===== config.mk =====
export PLATFORM = sky130hd
export DESIGN_NAME = irq_pending_ctrl
export DESIGN_NICKNAME = d
export VERILOG_FILES = /design/src/rtl/irqc_pkg.sv /design/src/rtl/irqc_cfg_regs.sv /design/src/rtl/irqc_pend_unit.sv /design/src/rtl/irqc_service_fsm.sv /design/src/rtl/irqc_route.sv /design/src/rtl/irq_pending_ctrl.sv
export SDC_FILE = /design/constraint.sdc
export NUM_CORES = 1
export LEC_CHECK = 0
export BUFFER_PORTS_ARGS = -buffer_cell sky130_fd_sc_hd__buf_2
export CAP_MARGIN = 20
export CORE_MARGIN = 10
export CORE_UTILIZATION = 64
export CTS_BUF_LIST = sky130_fd_sc_hd__clkbuf_4 sky130_fd_sc_hd__clkbuf_8
export DETAILED_ROUTE_END_ITERATION = 12
export PLACE_DENSITY_LB_ADDON = 0.2
export SLEW_MARGIN = 5
export SYNTH_ARGS = -nofsm -noshare
export SYNTH_HDL_FRONTEND = slang
export SYNTH_SLANG_ARGS = --single-unit

===== constraint.sdc =====
create_clock -name clk -period 2.95 [get_ports clk]
set_clock_uncertainty 0.15 [all_clocks]
set_input_delay 0.1475 -clock clk [delete_from_list [all_inputs] [get_ports clk]]
set_output_delay 0.1475 -clock clk [all_outputs]
set_load 0.02 [all_outputs]

===== src/rtl/irqc_pkg.sv =====
package irqc_pkg;

    localparam int DEF_NUM_SRC = 64;
    localparam int DEF_NUM_OUT = 8;

    typedef enum logic [1:0] {
        SEL_MODE   = 2'd0,
        SEL_MASK   = 2'd1,
        SEL_CLEAR  = 2'd2,
        SEL_VECTOR = 2'd3
    } reg_sel_e;

    typedef enum logic {
        ST_IDLE   = 1'b0,
        ST_RETIRE = 1'b1
    } svc_state_e;

endpackage


===== src/rtl/irqc_cfg_regs.sv =====
module irqc_cfg_regs
    import irqc_pkg::*;
#(
    parameter int NUM_SRC = DEF_NUM_SRC,
    parameter int NUM_OUT = DEF_NUM_OUT,
    localparam int VEC_W  = (NUM_OUT > 1) ? $clog2(NUM_OUT) : 1,
    localparam int IDX_W  = (NUM_SRC > 1) ? $clog2(NUM_SRC) : 1
) (
    input  logic                     clk,
    input  logic                     rst_n,
    input  logic                     wr_en,
    input  reg_sel_e                 wr_sel,
    input  logic [IDX_W-1:0]         wr_idx,
    input  logic [NUM_SRC-1:0]       wr_data,
    output logic [NUM_SRC-1:0]       mode_q,
    output logic [NUM_SRC-1:0]       mask_q,
    output logic [NUM_SRC*VEC_W-1:0] vec_flat,
    output logic [NUM_SRC-1:0]       clr_hit
);

    logic mode_we;
    logic mask_we;
    logic vec_we;

    always_comb begin
        mode_we = wr_en && (wr_sel == SEL_MODE);
        mask_we = wr_en && (wr_sel == SEL_MASK);
        vec_we  = wr_en && (wr_sel == SEL_VECTOR);
        clr_hit = (wr_en && (wr_sel == SEL_CLEAR)) ? wr_data : '0;
    end

    always_ff @(posedge clk or negedge rst_n) begin
        if (!rst_n) begin
            mode_q <= '0;
            mask_q <= '0;
        end else begin
            if (mode_we) mode_q <= wr_data;
            if (mask_we) mask_q <= wr_data;
        end
    end

    for (genvar gi = 0; gi < NUM_SRC; gi++) begin : g_vec
        logic [VEC_W-1:0] vec_q;
        always_ff @(posedge clk or negedge rst_n) begin
            if (!rst_n) begin
                vec_q <= '0;
            end else if (vec_we && (wr_idx == IDX_W'(gi))) begin
                vec_q <= wr_data[VEC_W-1:0];
            end
        end
        assign vec_flat[gi*VEC_W +: VEC_W] = vec_q;
    end

endmodule


===== src/rtl/irqc_pend_unit.sv =====
module irqc_pend_unit
    import irqc_pkg::*;
#(
    parameter int NUM_SRC = DEF_NUM_SRC
) (
    input  logic               clk,
    input  logic               rst_n,
    input  logic [NUM_SRC-1:0] irq_in,
    input  logic [NUM_SRC-1:0] mode_q,
    input  logic [NUM_SRC-1:0] clr_hit,
    output logic [NUM_SRC-1:0] pend_q
);

    logic [NUM_SRC-1:0] last_q;

    for (genvar gi = 0; gi < NUM_SRC; gi++) begin : g_src
        logic rise;
        logic pend_d;

        always_comb begin
            rise = irq_in[gi] && !last_q[gi];
            if (!mode_q[gi]) begin
                pend_d = irq_in[gi];
            end else if (rise) begin
                pend_d = 1'b1;
            end else if (clr_hit[gi]) begin
                pend_d = 1'b0;
            end else begin
                pend_d = pend_q[gi];
            end
        end

        always_ff @(posedge clk or negedge rst_n) begin
            if (!rst_n) begin
                last_q[gi] <= 1'b0;
                pend_q[gi] <= 1'b0;
            end else begin
                last_q[gi] <= irq_in[gi];
                pend_q[gi] <= pend_d;
            end
        end

        // an edge request only goes away through the clear register
        p_edge_hold_r3: assert property (@(posedge clk) disable iff (!rst_n)
            (mode_q[gi] && pend_q[gi] && !clr_hit[gi]) |=> pend_q[gi])
            else $error("edge request lost on source %0d", gi);

        // level sources copy the sampled input
        p_level_follow_r4: assert property (@(posedge clk) disable iff (!rst_n)
            !mode_q[gi] |=> (pend_q[gi] == $past(irq_in[gi])))
            else $error("level pending mismatch on source %0d", gi);
    end

endmodule


===== src/rtl/irqc_service_fsm.sv =====
module irqc_service_fsm
    import irqc_pkg::*;
#(
    parameter int NUM_SRC = DEF_NUM_SRC
) (
    input  logic               clk,
    input  logic               rst_n,
    input  logic [NUM_SRC-1:0] pend_q,
    input  logic [NUM_SRC-1:0] mask_q,
    output logic [NUM_SRC-1:0] svc_q
);

    svc_state_e         state_q;
    svc_state_e         state_d;
    logic [NUM_SRC-1:0] cand;
    logic [NUM_SRC-1:0] take;
    logic [NUM_SRC-1:0] retire_oh;
    logic [NUM_SRC-1:0] svc_d;

    always_ff @(posedge clk or negedge rst_n) begin
        if (!rst_n) begin
            state_q <= ST_IDLE;
            svc_q   <= '0;
        end else begin
            state_q <= state_d;
            svc_q   <= svc_d;
        end
    end

    always_comb begin
        cand      = svc_q & ~pend_q;
        take      = pend_q & ~mask_q & ~svc_q;
        retire_oh = '0;
        state_d   = state_q;
        unique case (state_q)
            ST_IDLE: begin
                if (|cand) state_d = ST_RETIRE;
            end
            ST_RETIRE: begin
                if (|cand) begin
                    retire_oh = cand & (~cand + 1'b1);
                end else begin
                    state_d = ST_IDLE;
                end
            end
            default: state_d = ST_IDLE;
        endcase
        svc_d = (svc_q | take) & ~retire_oh;
    end

    // at most one line leaves service per clock
    p_single_retire_r6: assert property (@(posedge clk) disable iff (!rst_n)
        (state_q == ST_RETIRE) |=> ($countones($past(svc_q) & ~svc_q) <= 1))
        else $error("more than one line retired in a clock");

    // nothing leaves service in the idle state
    p_idle_keeps_r10: assert property (@(posedge clk) disable iff (!rst_n)
        (state_q == ST_IDLE) |=> (($past(svc_q) & ~svc_q) == '0))
        else $error("line retired while idle");

    for (genvar gi = 0; gi < NUM_SRC; gi++) begin : g_chk
        // masked lines never enter service
        p_mask_block_r7: assert property (@(posedge clk) disable iff (!rst_n)
            (mask_q[gi] && !svc_q[gi]) |=> !svc_q[gi])
            else $error("masked source %0d entered service", gi);

        // a pending line in service stays in service
        p_pend_keeps_r5: assert property (@(posedge clk) disable iff (!rst_n)
            (pend_q[gi] && svc_q[gi]) |=> svc_q[gi])
            else $error("pending source %0d left service", gi);
    end

endmodule


===== src/rtl/irqc_route.sv =====
module irqc_route
    import irqc_pkg::*;
#(
    parameter int NUM_SRC = DEF_NUM_SRC,
    parameter int NUM_OUT = DEF_NUM_OUT,
    localparam int VEC_W  = (NUM_OUT > 1) ? $clog2(NUM_OUT) : 1
) (
    input  logic [NUM_SRC-1:0]       svc_q,
    input  logic [NUM_SRC*VEC_W-1:0] vec_flat,
    output logic [NUM_OUT-1:0]       parent_irq
);

    for (genvar go = 0; go < NUM_OUT; go++) begin : g_out
        logic [NUM_SRC-1:0] hit;
        always_comb begin
            for (int i = 0; i < NUM_SRC; i++) begin
                hit[i] = svc_q[i] && (vec_flat[i*VEC_W +: VEC_W] == VEC_W'(go));
            end
        end
        assign parent_irq[go] = |hit;
    end

endmodule


===== src/rtl/irq_pending_ctrl.sv =====
module irq_pending_ctrl
    import irqc_pkg::*;
#(
    parameter int NUM_SRC = DEF_NUM_SRC,
    parameter int NUM_OUT = DEF_NUM_OUT,
    localparam int VEC_W  = (NUM_OUT > 1) ? $clog2(NUM_OUT) : 1,
    localparam int IDX_W  = (NUM_SRC > 1) ? $clog2(NUM_SRC) : 1
) (
    input  logic               clk,
    input  logic               rst_n,
    input  logic [NUM_SRC-1:0] irq_in,
    input  logic               wr_en,
    input  logic [1:0]         wr_sel,
    input  logic [IDX_W-1:0]   wr_idx,
    input  logic [NUM_SRC-1:0] wr_data,
    output logic [NUM_OUT-1:0] parent_irq
);

    reg_sel_e                 sel;
    logic [NUM_SRC-1:0]       mode_q;
    logic [NUM_SRC-1:0]       mask_q;
    logic [NUM_SRC*VEC_W-1:0] vec_flat;
    logic [NUM_SRC-1:0]       clr_hit;
    logic [NUM_SRC-1:0]       pend_q;
    logic [NUM_SRC-1:0]       svc_q;

    assign sel = reg_sel_e'(wr_sel);

    irqc_cfg_regs #(.NUM_SRC(NUM_SRC), .NUM_OUT(NUM_OUT)) u_cfg (
        .clk      (clk),
        .rst_n    (rst_n),
        .wr_en    (wr_en),
        .wr_sel   (sel),
        .wr_idx   (wr_idx),
        .wr_data  (wr_data),
        .mode_q   (mode_q),
        .mask_q   (mask_q),
        .vec_flat (vec_flat),
        .clr_hit  (clr_hit)
    );

    irqc_pend_unit #(.NUM_SRC(NUM_SRC)) u_pend (
        .clk     (clk),
        .rst_n   (rst_n),
        .irq_in  (irq_in),
        .mode_q  (mode_q),
        .clr_hit (clr_hit),
        .pend_q  (pend_q)
    );

    irqc_service_fsm #(.NUM_SRC(NUM_SRC)) u_fsm (
        .clk    (clk),
        .rst_n  (rst_n),
        .pend_q (pend_q),
        .mask_q (mask_q),
        .svc_q  (svc_q)
    );

    irqc_route #(.NUM_SRC(NUM_SRC), .NUM_OUT(NUM_OUT)) u_route (
        .svc_q      (svc_q),
        .vec_flat   (vec_flat),
        .parent_irq (parent_irq)
    );

    // outputs are quiet in the first clock after reset
    p_reset_quiet_r1: assert property (@(posedge clk)
        $rose(rst_n) |-> (parent_irq == '0))
        else $error("parent output high out of reset");

endmodule


==> results of run 1 <==
[cells in the mapped netlist (54+ instances only)]
master,count
sky130_fd_sc_hd__dfrtp_1,513
sky130_fd_sc_hd__mux2_2,314
sky130_fd_sc_hd__nand2_1,311
sky130_fd_sc_hd__nor3_1,137
sky130_fd_sc_hd__inv_1,105
sky130_fd_sc_hd__nand2b_1,100
sky130_fd_sc_hd__nor2_1,95
sky130_fd_sc_hd__clkbuf_1,82
sky130_fd_sc_hd__nand4b_1,74
sky130_fd_sc_hd__nand4_1,71
sky130_fd_sc_hd__nor3b_1,71
sky130_fd_sc_hd__a32o_1,64
sky130_fd_sc_hd__nor4_1,55
sky130_fd_sc_hd__a21oi_1,54
[through the flow]
step                      instance area [µm²]  hold slack [ps]  TNS, ps  setup slack, ps
after CTS                               31600            0.705     -402             -214
after global placement                  27300             22.1        0              203
after floorplan                         25300             -298        0              440
after detailed placement                27300             28.3        0              132
[cells by family after synthesis]
| kind of cell | Yosys count |
|---|---|
| AOI/OAI and AO/OA | 344 |
| buffers and inverters | 196 |
| DFF | 513 |
| muxes | 314 |
| and+or+nand+nor | 1043 |
[what timing repair did]
| action | 4_1_cts |
|---|---|
| setup endpoints to repair | 8 |
| cloned | 0 |
| setup buffers | 25 |
| hold buffers | 178 |
| pin swaps | 23 |
| hold endpoints to repair | 767 |
| resized for setup | 124 |
==> flow_summary.toml, run 1 <==
[synthesis]
post_synth.cell_area_avg_um2 = 10.5
synth_ff_type = "sky130_fd_sc_hd__dfrtp_1"
synth-compound-area-share = 0.100
syn_inst = 2410
number_of_enable_type_register_cells_in_the_synthesized_netlist = 0
async_set_or_reset_flop_fraction_in_the_synthesized_netlist = 1.00
seq_area_frac_synth = 0.507
synth_fa_ha_area_frac = 0
post_synthesis_sequential_element_count = 513
dominant_combinational_cell_family_by_area_after_synthesis = "simple AND/OR/NAND/NOR gates"
yosys.area.top_type_share = 0.507
post_synthesis_xor_xnor_area_fraction = 0
share_of_synthesized_cell_area_in_and_or_nand_and_nor_gates = 0.224
synth_cell_types = 64
netlist.top_cell.by_area = "sky130_fd_sc_hd__dfrtp_1"
synth_top_cells_by_area = "sky130_fd_sc_hd__dfrtp_1, sky130_fd_sc_hd__mux2_2, sky130_fd_sc_hd__nand2_1"
synth.area.mux_share = 0.140
synth_nets = 2549
synthesis.area_mm2 = 0.0253
synth.yosys.warnings = 0

[placed_design]
gp_routability_congestion = 1.31
placedCellCount = 3096
port_buffers = 146
dpl_hpwl_um = 79100

[sta]
worst_path_end_type = "output port"
worst_endpoint = "parent_irq[2]"

[grt]
initial_antenna_violation_count = 21
pin_count_of_the_biggest_net_entering_global_routing = 93

[die]
std_cell_rows = 72
chipHeight_um = 219
start_util = 0.651
boundaryPins = 147
fp.dieW_um = 219

[clock_tree]
htree_levels = 3
root_buffer = "sky130_fd_sc_hd__clkbuf_8"
numCtsBuffers = 84
numClockSinks = 513
cts_buffer_depth = 3

[outcome]
firstError = "[ERROR GRT-0183] Net svc_q\\[29\\]: the 3D maze router ran out of legal paths (heap underflow) - the net is boxed in by local congestion or blockages."
outcome = "aborted with a tool error"
stop_stage = "5_1_grt"
==> run 2: changes to the inputs <==
- CORE_UTILIZATION: 64 -> 40
- CTS_BUF_LIST: sky130_fd_sc_hd__clkbuf_4 sky130_fd_sc_hd__clkbuf_8 -> not set
- PLACE_DENSITY_LB_ADDON: 0.2 -> 0.15
==> run 2 against run 1 <==
  * The flow now finishes, with violations (setup timing)
  * Synthesized area unchanged
  * Synthesized cell count unchanged
==> flow_summary.toml, run 2 <==
[outcome]
outcome = "finished, violations left"
failed_checks = "setup timing"

[layout]
drive_above_1_share = 0.359
n_fill_cell = 5558
area_growth_syn_to_layout_pct = 34.4
fin_nets = 3114
layout.cells.most_common = "sky130_fd_sc_hd__dfrtp_1"
flip_flop_count_of_the_largest_register_after_layout = 192
final_core_utilization = 0.542
regMostFlops = "u_cfg.g_vec.vec_q"
mostFrequentLayoutCells = "sky130_fd_sc_hd__dfrtp_1, sky130_fd_sc_hd__mux2_2, sky130_fd_sc_hd__nand2_1, sky130_fd_sc_hd__buf_4, sky130_fd_sc_hd__dlygate4sd3_1"

[sta]
finalCriticalPeriod_ps = 3360
rsz_0062_raised_after_global_routing = "yes"
timing.setup.tns_ps = -1180
worst_case_setup_margin_in_the_final_layout_ps = -411
timing_hold_violations_final = 0
max_slew_margin = 0.219
final-setup-viol-count = 7
slew_viol_final = 0
fmax_ghz = 0.298
max_slew.worst_pin.slew_ps = 1150
final.period_utilization = 1.14

[synthesis]
synth.yosys.warnings = 0
synthTopCellsByCount = "sky130_fd_sc_hd__dfrtp_1, sky130_fd_sc_hd__mux2_2, sky130_fd_sc_hd__nand2_1, sky130_fd_sc_hd__nor3_1, sky130_fd_sc_hd__inv_1"
post_synth.cell_area_avg_um2 = 10.5
synth_cell_types = 64
synth_nets = 2549
synthesis.area_mm2 = 0.0253
synth_top_cells_by_area = "sky130_fd_sc_hd__dfrtp_1, sky130_fd_sc_hd__mux2_2, sky130_fd_sc_hd__nand2_1"
syn_inst = 2410
synth_ff_type = "sky130_fd_sc_hd__dfrtp_1"
yosys.area.top_type_share = 0.507
most_instantiated_library_cell_after_synthesis = "sky130_fd_sc_hd__dfrtp_1"
netlist.top_cell.by_area = "sky130_fd_sc_hd__dfrtp_1"
async_set_or_reset_flop_fraction_in_the_synthesized_netlist = 1.00
number_of_enable_type_register_cells_in_the_synthesized_netlist = 0
seq_area_frac_synth = 0.507
post_synthesis_sequential_element_count = 513

[worst_setup_path]
timing_worst_setup_path_type = "reg -> out"
worst-endpoint-required_ps = 2650
worst_setup_path_start_kind = "flop"
worst_setup_path_end_kind = "output pin"
worst-path-max-fanout = 2
cp_data_arrival_time_ps = 3060

[clock_tree]
root_buffer = "sky130_fd_sc_hd__clkbuf_16"
numCtsBuffers = 57
clk_pin_slew_worst_paths_ps = 60
clock_latency_ps = 650
cts_tree = "done"
cts_buffer_depth = 3
numClockSinks = 513
htree_levels = 2

[detailed_routing]
routed-via-count = 23400
remaining_drc_errors = 0
detailedRoute.firstIterationViolations = 2535
totalWireLength_um = 124000
dr_wl_cell_um = 32.1
drt_pass1_iterations = 6
vias_per_cell = 6.05
ant_nets = 0

[hold_path]
min_path_type = "in -> reg"

[placed_design]
dpl_hpwl_um = 98100
pre_cts_ws_ps = -160
gp_routability_congestion = 1.09
port_buffers = 146

[pwr]
power.density_cell_area_mw_per_mm2 = 583
finalPower_mw = 19.8
ir_worst_vdd_v = 0.000548
p_leak_nw = 14.7

[grt]
pin_count_of_the_biggest_net_entering_global_routing = 87
initial_antenna_violation_count = 4
global_route_usage_sum = 0.328
grt_first_pass_wirelength_um = 173000
overflow = 0
grt_pass1_vias = 23000

[die]
chipHeight_um = 272
overall_die_area_mm2 = 0.0738
core_area_mm2 = 0.0629
boundaryPins = 147
fp.dieW_um = 272
start_util = 0.403
std_cell_rows = 92

[run]
timing.max_cap.violations = 0
[run 2: cell counts after synthesis]
Identical to the previous run, type by type.
[run 2: logic make-up after synthesis]
logic type | after synthesis | synth area share
flip-flops | 513 | 0.507
AND/OR/NAND/NOR | 1043 | 0.224
AO/OA/AOI/OAI | 344 | 0.100
multiplexers | 314 | 0.140
buffers and inverters | 196 | 0.0298
[run 2: final cells by class]
cell class | instances | area, µm² | area share
tap | 846 | 1060 | 0.0311
antenna | 1 | 2.50 | 0.0000735
inverter | 105 | 394 | 0.0116
clock inverter | 24 | 369 | 0.0108
multi-input combinational | 1701 | 12900 | 0.378
timing repair buffer | 597 | 4820 | 0.142
sequential | 513 | 12900 | 0.379
clock buffer | 78 | 1630 | 0.0477
[run 2: critical path, cell delays in order (launching register included)]
cell,delay (ps)
sky130_fd_sc_hd__dfrtp_2,470
sky130_fd_sc_hd__nand2b_4,110
sky130_fd_sc_hd__nor3b_4,80
sky130_fd_sc_hd__or4_1,480
sky130_fd_sc_hd__nor4_1,190
sky130_fd_sc_hd__buf_4,180
sky130_fd_sc_hd__nand4_1,170
sky130_fd_sc_hd__or4_4,590
sky130_fd_sc_hd__buf_6,160
[run 2: path summary, 6_finish.rpt]
| check | from | to | slack (ps) | cells past startpoint |
|---|---|---|---|---|
| max in group asynchronous | rst_n | u_fsm.svc_q[54] | 1450 | 4 |
| worst min-delay path | irq_in[54] | u_pend.last_q[54] | 10 | 2 |
| min in group asynchronous | rst_n | u_cfg.g_vec[29].vec_q[0] | 400 | 3 |
| worst max-delay path | u_fsm.svc_q[45] | parent_irq[2] | -410 | 8 |
| worst min register to register | u_cfg.mask_q[16] | u_fsm.svc_q[16] | 300 | 1 |
| worst max register to register | u_fsm.svc_q[8] | u_fsm.svc_q[50] | 110 | 7 |
[run 2: metal layers]
metal	GRT usage	routed length, µm	up-vias
met5	0	41	-
met4	0.166	7420	6
met3	0.0611	9830	244
met2	0.492	54000	964
met1	0.449	52900	12100
li1	-	-	10100
[run 2: through the flow]
stage | instance area [µm²] | hold WS [ps] | std cells
after detailed placement | 28700 | 30.6 | 3557
final | 34000 | 10.7 | 3865
after global placement | 28700 | 16.7 | 3557
after global routing | 34000 | 15.2 | 3864
after CTS | 33600 | 0.493 | 3847
after floorplan | 25300 | -298 | 2410
[run 2: repair_timing]
item / 4_1_cts / 5_1_grt
setup endpoints to repair: 9 / 12
pin swaps: 49 / 44
hold buffers: 155 / 0
setup buffers: 34 / 17
resized for setup: 236 / 75
endpoints found under the hold margin: 784 / 0
[run 2: report_power, final]
group	switching, mW	total [mW]	leakage, nW	internal, mW
Combinational	2.10	3.79	7.55	1.69
Clock	3.11	7.59	0.976	4.47
Sequential	0.700	8.47	6.16	7.77
(Power assumes the default switching activity.)
==> run 3: changes to the inputs <==
- clock period: 2.95 -> 3.5 ns (I/O delays scaled with it)
==> run 3 against run 2 <==
  * The flow still finishes with violations (setup timing)
  * Combinational power shrank 31%
  * Hold slack gained 25 ps
  * Clock power shrank 15%
  * Critical path type unchanged
  * Highest routed layer unchanged
==> flow_summary.toml, run 3 (synthesized netlist as in run 2, its figures left out) <==
[worst_setup_path]
worst-endpoint-required_ps = 3170
timing_worst_setup_path_type = "reg -> out"
worst-path-max-fanout = 6
worst_setup_path_start_kind = "flop"
cp_data_arrival_time_ps = 3210
worst_setup_path_end_kind = "output pin"

[clock_tree]
cts_buffer_depth = 3
htree_levels = 2
clk_pin_slew_worst_paths_ps = 60
clock_latency_ps = 650
numCtsBuffers = 56
cts_tree = "done"
numClockSinks = 513
root_buffer = "sky130_fd_sc_hd__clkbuf_16"

[die]
start_util = 0.403
fp.dieW_um = 272
chipHeight_um = 272
std_cell_rows = 92
boundaryPins = 147
core_area_mm2 = 0.0629
overall_die_area_mm2 = 0.0738

[grt]
pin_count_of_the_biggest_net_entering_global_routing = 96
grt_first_pass_wirelength_um = 168000
overflow = 0
initial_antenna_violation_count = 10
global_route_usage_sum = 0.319
grt_pass1_vias = 22300

[placed_design]
pre_cts_ws_ps = 70.0
gp_routability_congestion = 1.07
dpl_hpwl_um = 96000
port_buffers = 146
placedCellCount = 3422

[sta]
rsz_0062_raised_after_global_routing = "no"
finalCriticalPeriod_ps = 3530
final.period_utilization = 1.01
final-setup-viol-count = 2
max_slew_margin = 0.240
worst_case_setup_margin_in_the_final_layout_ps = -32.6
timing_hold_violations_final = 0
slew_viol_final = 0
final.hold.worst_slack_ps = 35.5
fmax_ghz = 0.283
max_slew.worst_pin.slew_ps = 1140

[detailed_routing]
drt_pass1_iterations = 5
dr_wl_cell_um = 32.9
routed-via-count = 22500
ant_nets = 0
detailedRoute.firstIterationViolations = 2561
totalWireLength_um = 120000
remaining_drc_errors = 0
vias_per_cell = 6.16

[layout]
area_growth_syn_to_layout_pct = 22.9
layout.cells.most_common = "sky130_fd_sc_hd__dfrtp_1"
layoutNonFillerInstCount = 3652
drive_above_1_share = 0.253
final_core_utilization = 0.495
mostFrequentLayoutCells = "sky130_fd_sc_hd__dfrtp_1, sky130_fd_sc_hd__mux2_2, sky130_fd_sc_hd__nand2_1, sky130_fd_sc_hd__buf_2, sky130_fd_sc_hd__nor3_1"
regMostFlops = "u_cfg.g_vec.vec_q"
flip_flop_count_of_the_largest_register_after_layout = 192
fin_nets = 2899

[outcome]
outcome = "finished, violations left"
failed_checks = "setup timing"

[pwr]
ir_worst_vdd_v = 0.000469
finalPower_mw = 16.3
p_leak_nw = 13.3
power.density_cell_area_mw_per_mm2 = 524

[run]
timing.max_cap.violations = 0

[hold_path]
min_path_type = "in -> async"
run 3: cell count changes in the layout (fill, tap and decap cells not counted), sizes merged:
| cell | delta |
|---|---|
| buf | -185 |
| bufinv | +4 |
| clkbuf | -12 |
| clkinv | +4 |
| clkinvlp | +2 |
| diode | +1 |
| dlygate4sd3 | -28 |
| inv | +1 |
run 3: metrics by stage:
stage | instance area (µm²) | TNS (ps)
after floorplan | 25300 | 0
after global placement | 27700 | 0
after detailed placement | 27700 | 0
after CTS | 31000 | -41.5
after global routing | 31100 | 0
final | 31100 | -42.7
run 3: final cells by class:
| type | count | area (µm²) |
|---|---|---|
| diodes | 2 | 5.00 |
| clock buffers | 67 | 1490 |
| clock inverters | 35 | 523 |
| fillers | 5731 | 31700 |
| inverters | 105 | 394 |
| multi-input cells | 1701 | 11900 |
| flip-flops and latches | 513 | 12800 |
| well taps | 846 | 1060 |
| repair buffers | 383 | 2930 |
run 3: what timing repair did:
item,4_1_cts,5_1_grt
setup buffers,0,0
pin swaps,0,2
setup endpoints to repair,5,10
gates resized for setup,15,16
hold buffers,126,0
hold endpoints to repair,327,0
run 3: final timing paths:
kind,startpoint,endpoint,slack (ps),cells past startpoint
max in group asynchronous,rst_n,u_cfg.mode_q[35],2070,3
worst max-delay path,u_fsm.svc_q[28],parent_irq[4],-30,7
worst min register to register,u_cfg.mask_q[11],u_fsm.svc_q[11],300,1
min in group clk,irq_in[21],u_pend.last_q[21],40,2
worst max register to register,u_fsm.svc_q[27],u_fsm.svc_q[60],260,6
worst min-delay path,rst_n,u_cfg.mode_q[8],40,2
run 3: per-layer routing:
layer	up-vias	routed length, µm	GRT usage
met5	-	112	0
met4	14	5630	0.132
met3	220	10400	0.0700
met2	1023	53200	0.488
met1	11600	50900	0.432
li1	9646	-	-
run 3: critical path: stages (launching register included):
cell,delay (ps)
sky130_fd_sc_hd__dfrtp_1,490
sky130_fd_sc_hd__nand2_1,190
sky130_fd_sc_hd__nor3_1,90
sky130_fd_sc_hd__nor4_1,800
sky130_fd_sc_hd__nand2_1,380
sky130_fd_sc_hd__nor4_1,290
sky130_fd_sc_hd__nand3_1,140
sky130_fd_sc_hd__buf_2,180
run 3: power breakdown:
group	internal, mW	switching (mW)
logic	1.09	1.52
registers	6.54	0.683
clock network	3.87	2.61
==> run 4: changes to the inputs <==
--- a/config.mk
+++ b/config.mk
@@ -10,4 +10,5 @@
 export CORE_MARGIN = 10
 export CORE_UTILIZATION = 40
+export CTS_CLUSTER_DIAMETER = 50
 export DETAILED_ROUTE_END_ITERATION = 12
 export PLACE_DENSITY_LB_ADDON = 0.15
--- a/constraint.sdc
+++ b/constraint.sdc
@@ -3,3 +3,3 @@
 set_input_delay 0.175 -clock clk [delete_from_list [all_inputs] [get_ports clk]]
 set_output_delay 0.175 -clock clk [all_outputs]
-set_load 0.02 [all_outputs]
+set_load 0.1 [all_outputs]
==> run 4 against run 3 <==
  * The run still ends with setup timing left
  * Non-clock buffer count rose by 18
  * Global-route usage up 0.69 points
  * Combinational power up 7%
  * Clock power rose by 20%
  * First-iteration DRC count decreased by 6.0%
  * Register-to-register slack got worse by 100 ps
  * Critical path type unchanged
  * Highest routed layer unchanged
==> flow_summary.toml, run 4 (synthesized netlist as in run 2, its figures left out) <==
[outcome]
outcome = "finished, violations left"
failed_checks = "setup timing"

[worst_setup_path]
worst-endpoint-required_ps = 3170
timing_worst_setup_path_type = "reg -> out"
cp_data_arrival_time_ps = 3220
rr_startpoint = "u_fsm.svc_q[4]"
worst_setup_path_end_kind = "output pin"
ff_to_ff_setup_slack_ps = 160
timing.rr.end = "u_fsm.svc_q[63]"
path_cells = "nand2b_1 > buf_4 > nand2b_1 > o31ai_1 > a2111oi_1 > buf_4 > nand3_1 > clkbuf_4"
worst-path-max-fanout = 3
crit_slowest_cell = "sky130_fd_sc_hd__a2111oi_1"
crit_buf_inv = 3
slowest_delay_ps = 610
worst_setup_path_start_kind = "flop"
critical-path-top-delay-family = "compound AO/OA/AOI/OAI gates"
reg2reg_depth = 6

[sta]
final-setup-viol-count = 2
finalCriticalPeriod_ps = 3550
max_slew.worst_pin.slew_ps = 1080
fmax_ghz = 0.282
final.period_utilization = 1.01
max_slew_margin = 0.273
timing_hold_violations_final = 0
timing.setup.tns_ps = -52.5
worst_case_setup_margin_in_the_final_layout_ps = -45.6
slew_viol_final = 0
final.hold.worst_slack_ps = 32.0
rsz_0062_raised_after_global_routing = "no"

[placed_design]
dpl_hpwl_um = 97500
pre_cts_ws_ps = 277
placedCellCount = 3436
post_dp_cell_area_mm2 = 0.0278
gp_routability_congestion = 1.03
port_buffers = 146

[clock_tree]
clk_pin_slew_worst_paths_ps = 50
cts_buffer_depth = 3
htree_levels = 3
root_buffer = "sky130_fd_sc_hd__clkbuf_16"
numClockSinks = 513
cts_tree = "done"
numCtsBuffers = 75
clock_latency_ps = 630

[layout]
area_growth_syn_to_layout_pct = 25.9
fin_nets = 2936
n_fill_cell = 5738
layoutNonFillerInstCount = 3705
layout.cells.most_common = "sky130_fd_sc_hd__dfrtp_1"
mostFrequentLayoutCells = "sky130_fd_sc_hd__dfrtp_1, sky130_fd_sc_hd__mux2_2, sky130_fd_sc_hd__nand2_1, sky130_fd_sc_hd__buf_2, sky130_fd_sc_hd__nor3_1"
flip_flop_count_of_the_largest_register_after_layout = 192
final_core_utilization = 0.507
drive_above_1_share = 0.267
regMostFlops = "u_cfg.g_vec.vec_q"
final_design_area_no_fill_mm2 = 0.0319

[pwr]
power.density_cell_area_mw_per_mm2 = 558
finalPower_mw = 17.8
p_leak_nw = 13.7
intPower_mw = 12.4
net_switching_fraction_of_the_power = 0.300
part_of_the_power_in_the_clock_network = 0.437
sequential_fraction_of_design_power = 0.406
power_switching_mw = 5.33
power.combinational.fraction = 0.157
ir_worst_vdd_v = 0.000394

[run]
timing.max_cap.violations = 0

[detailed_routing]
vias_per_cell = 6.12
ant_nets = 0
met2WireLength_um = 54200
met3WireLength_um = 10600
totalWireLength_um = 123000
dr_wl_cell_um = 33.2
remaining_drc_errors = 0
detailedRoute.firstIterationViolations = 2408
met1Wirelength_um = 51000
highest-signal-layer = "met5"
drt_pass1_iterations = 6
routed-via-count = 22700

[die]
fp.dieW_um = 272
boundaryPins = 147
std_cell_rows = 92
start_util = 0.403
chipHeight_um = 272
core_area_mm2 = 0.0629
overall_die_area_mm2 = 0.0738

[grt]
grt_first_pass_wirelength_um = 170000
pin_count_of_the_biggest_net_entering_global_routing = 118
grt_pass1_vias = 22600
global_route_usage_sum = 0.326
initial_antenna_violation_count = 9
overflow = 0

[hold_path]
min_path_type = "in -> async"
[run 4: changes by cell type in the layout (fill, tap and decap cells not counted), moves of 7 or more]
cell                        previous run  this run
sky130_fd_sc_hd__inv_6                 2        12
sky130_fd_sc_hd__buf_4               107       127
sky130_fd_sc_hd__clkbuf_16            56        79
sky130_fd_sc_hd__clkinv_2             13         6
[run 4: how the worst max path moves through the flow]
stage | from | to | slack (ps) | cells past startpoint
6_report | u_fsm.svc_q[46] | parent_irq[0] | -50 | 8
5_1_grt | u_fsm.svc_q[41] | parent_irq[4] | 0.5 | 9
4_1_cts | u_cfg.g_vec[27].vec_q[2] | parent_irq[2] | -30 | 8
3_5_place_dp | u_fsm.svc_q[4] | u_fsm.svc_q[63] | 280 | 6
3_3_place_gp | u_fsm.svc_q[4] | u_fsm.svc_q[49] | 350 | 7
2_1_floorplan | u_cfg.g_vec[45].vec_q[1] | parent_irq[2] | 760 | 6
[run 4: power groups by stage]
stage	registers [mW]	clock network [mW]	logic [mW]
6_report	7.21	7.77	2.79
5_1_grt	7.28	8.13	2.96
4_1_cts	7.19	7.88	2.74
3_5_place_dp	7.28	0	2.59
3_3_place_gp	7.24	0	2.54
2_1_floorplan	7.02	0	1.48
[run 4: cell type report]
class / instances / area [µm²] / area share
diodes: 3 / 7.51 / 0.000236
clock buffers: 96 / 2100 / 0.0659
clock inverters: 40 / 480 / 0.0151
inverters: 105 / 394 / 0.0124
multi-input cells: 1701 / 11900 / 0.373
flip-flops and latches: 513 / 12800 / 0.403
well taps: 846 / 1060 / 0.0332
repair buffers: 401 / 3100 / 0.0971
[run 4: tightest hold or removal path: cells and delay by family]
| kind | cells | cell delay, ps |
|---|---|---|
| buffers and inverters | 3 | 990 |
[run 4: timing repair]
action / 4_1_cts / 5_1_grt
setup endpoints to repair: 4 / 7
gates resized for setup: 22 / 22
hold buffers: 127 / 0
pin swaps: 0 / 3
buffers inserted: 1 / 2
hold endpoints to repair: 731 / 0
[run 4: routing by layer]
layer / global-route usage / vias to the layer above
met2: 0.496 / 1020
li1: - / 9751
met1: 0.424 / 11600
met4: 0.165 / 8
met3: 0.0826 / 236
met5: 0 / -
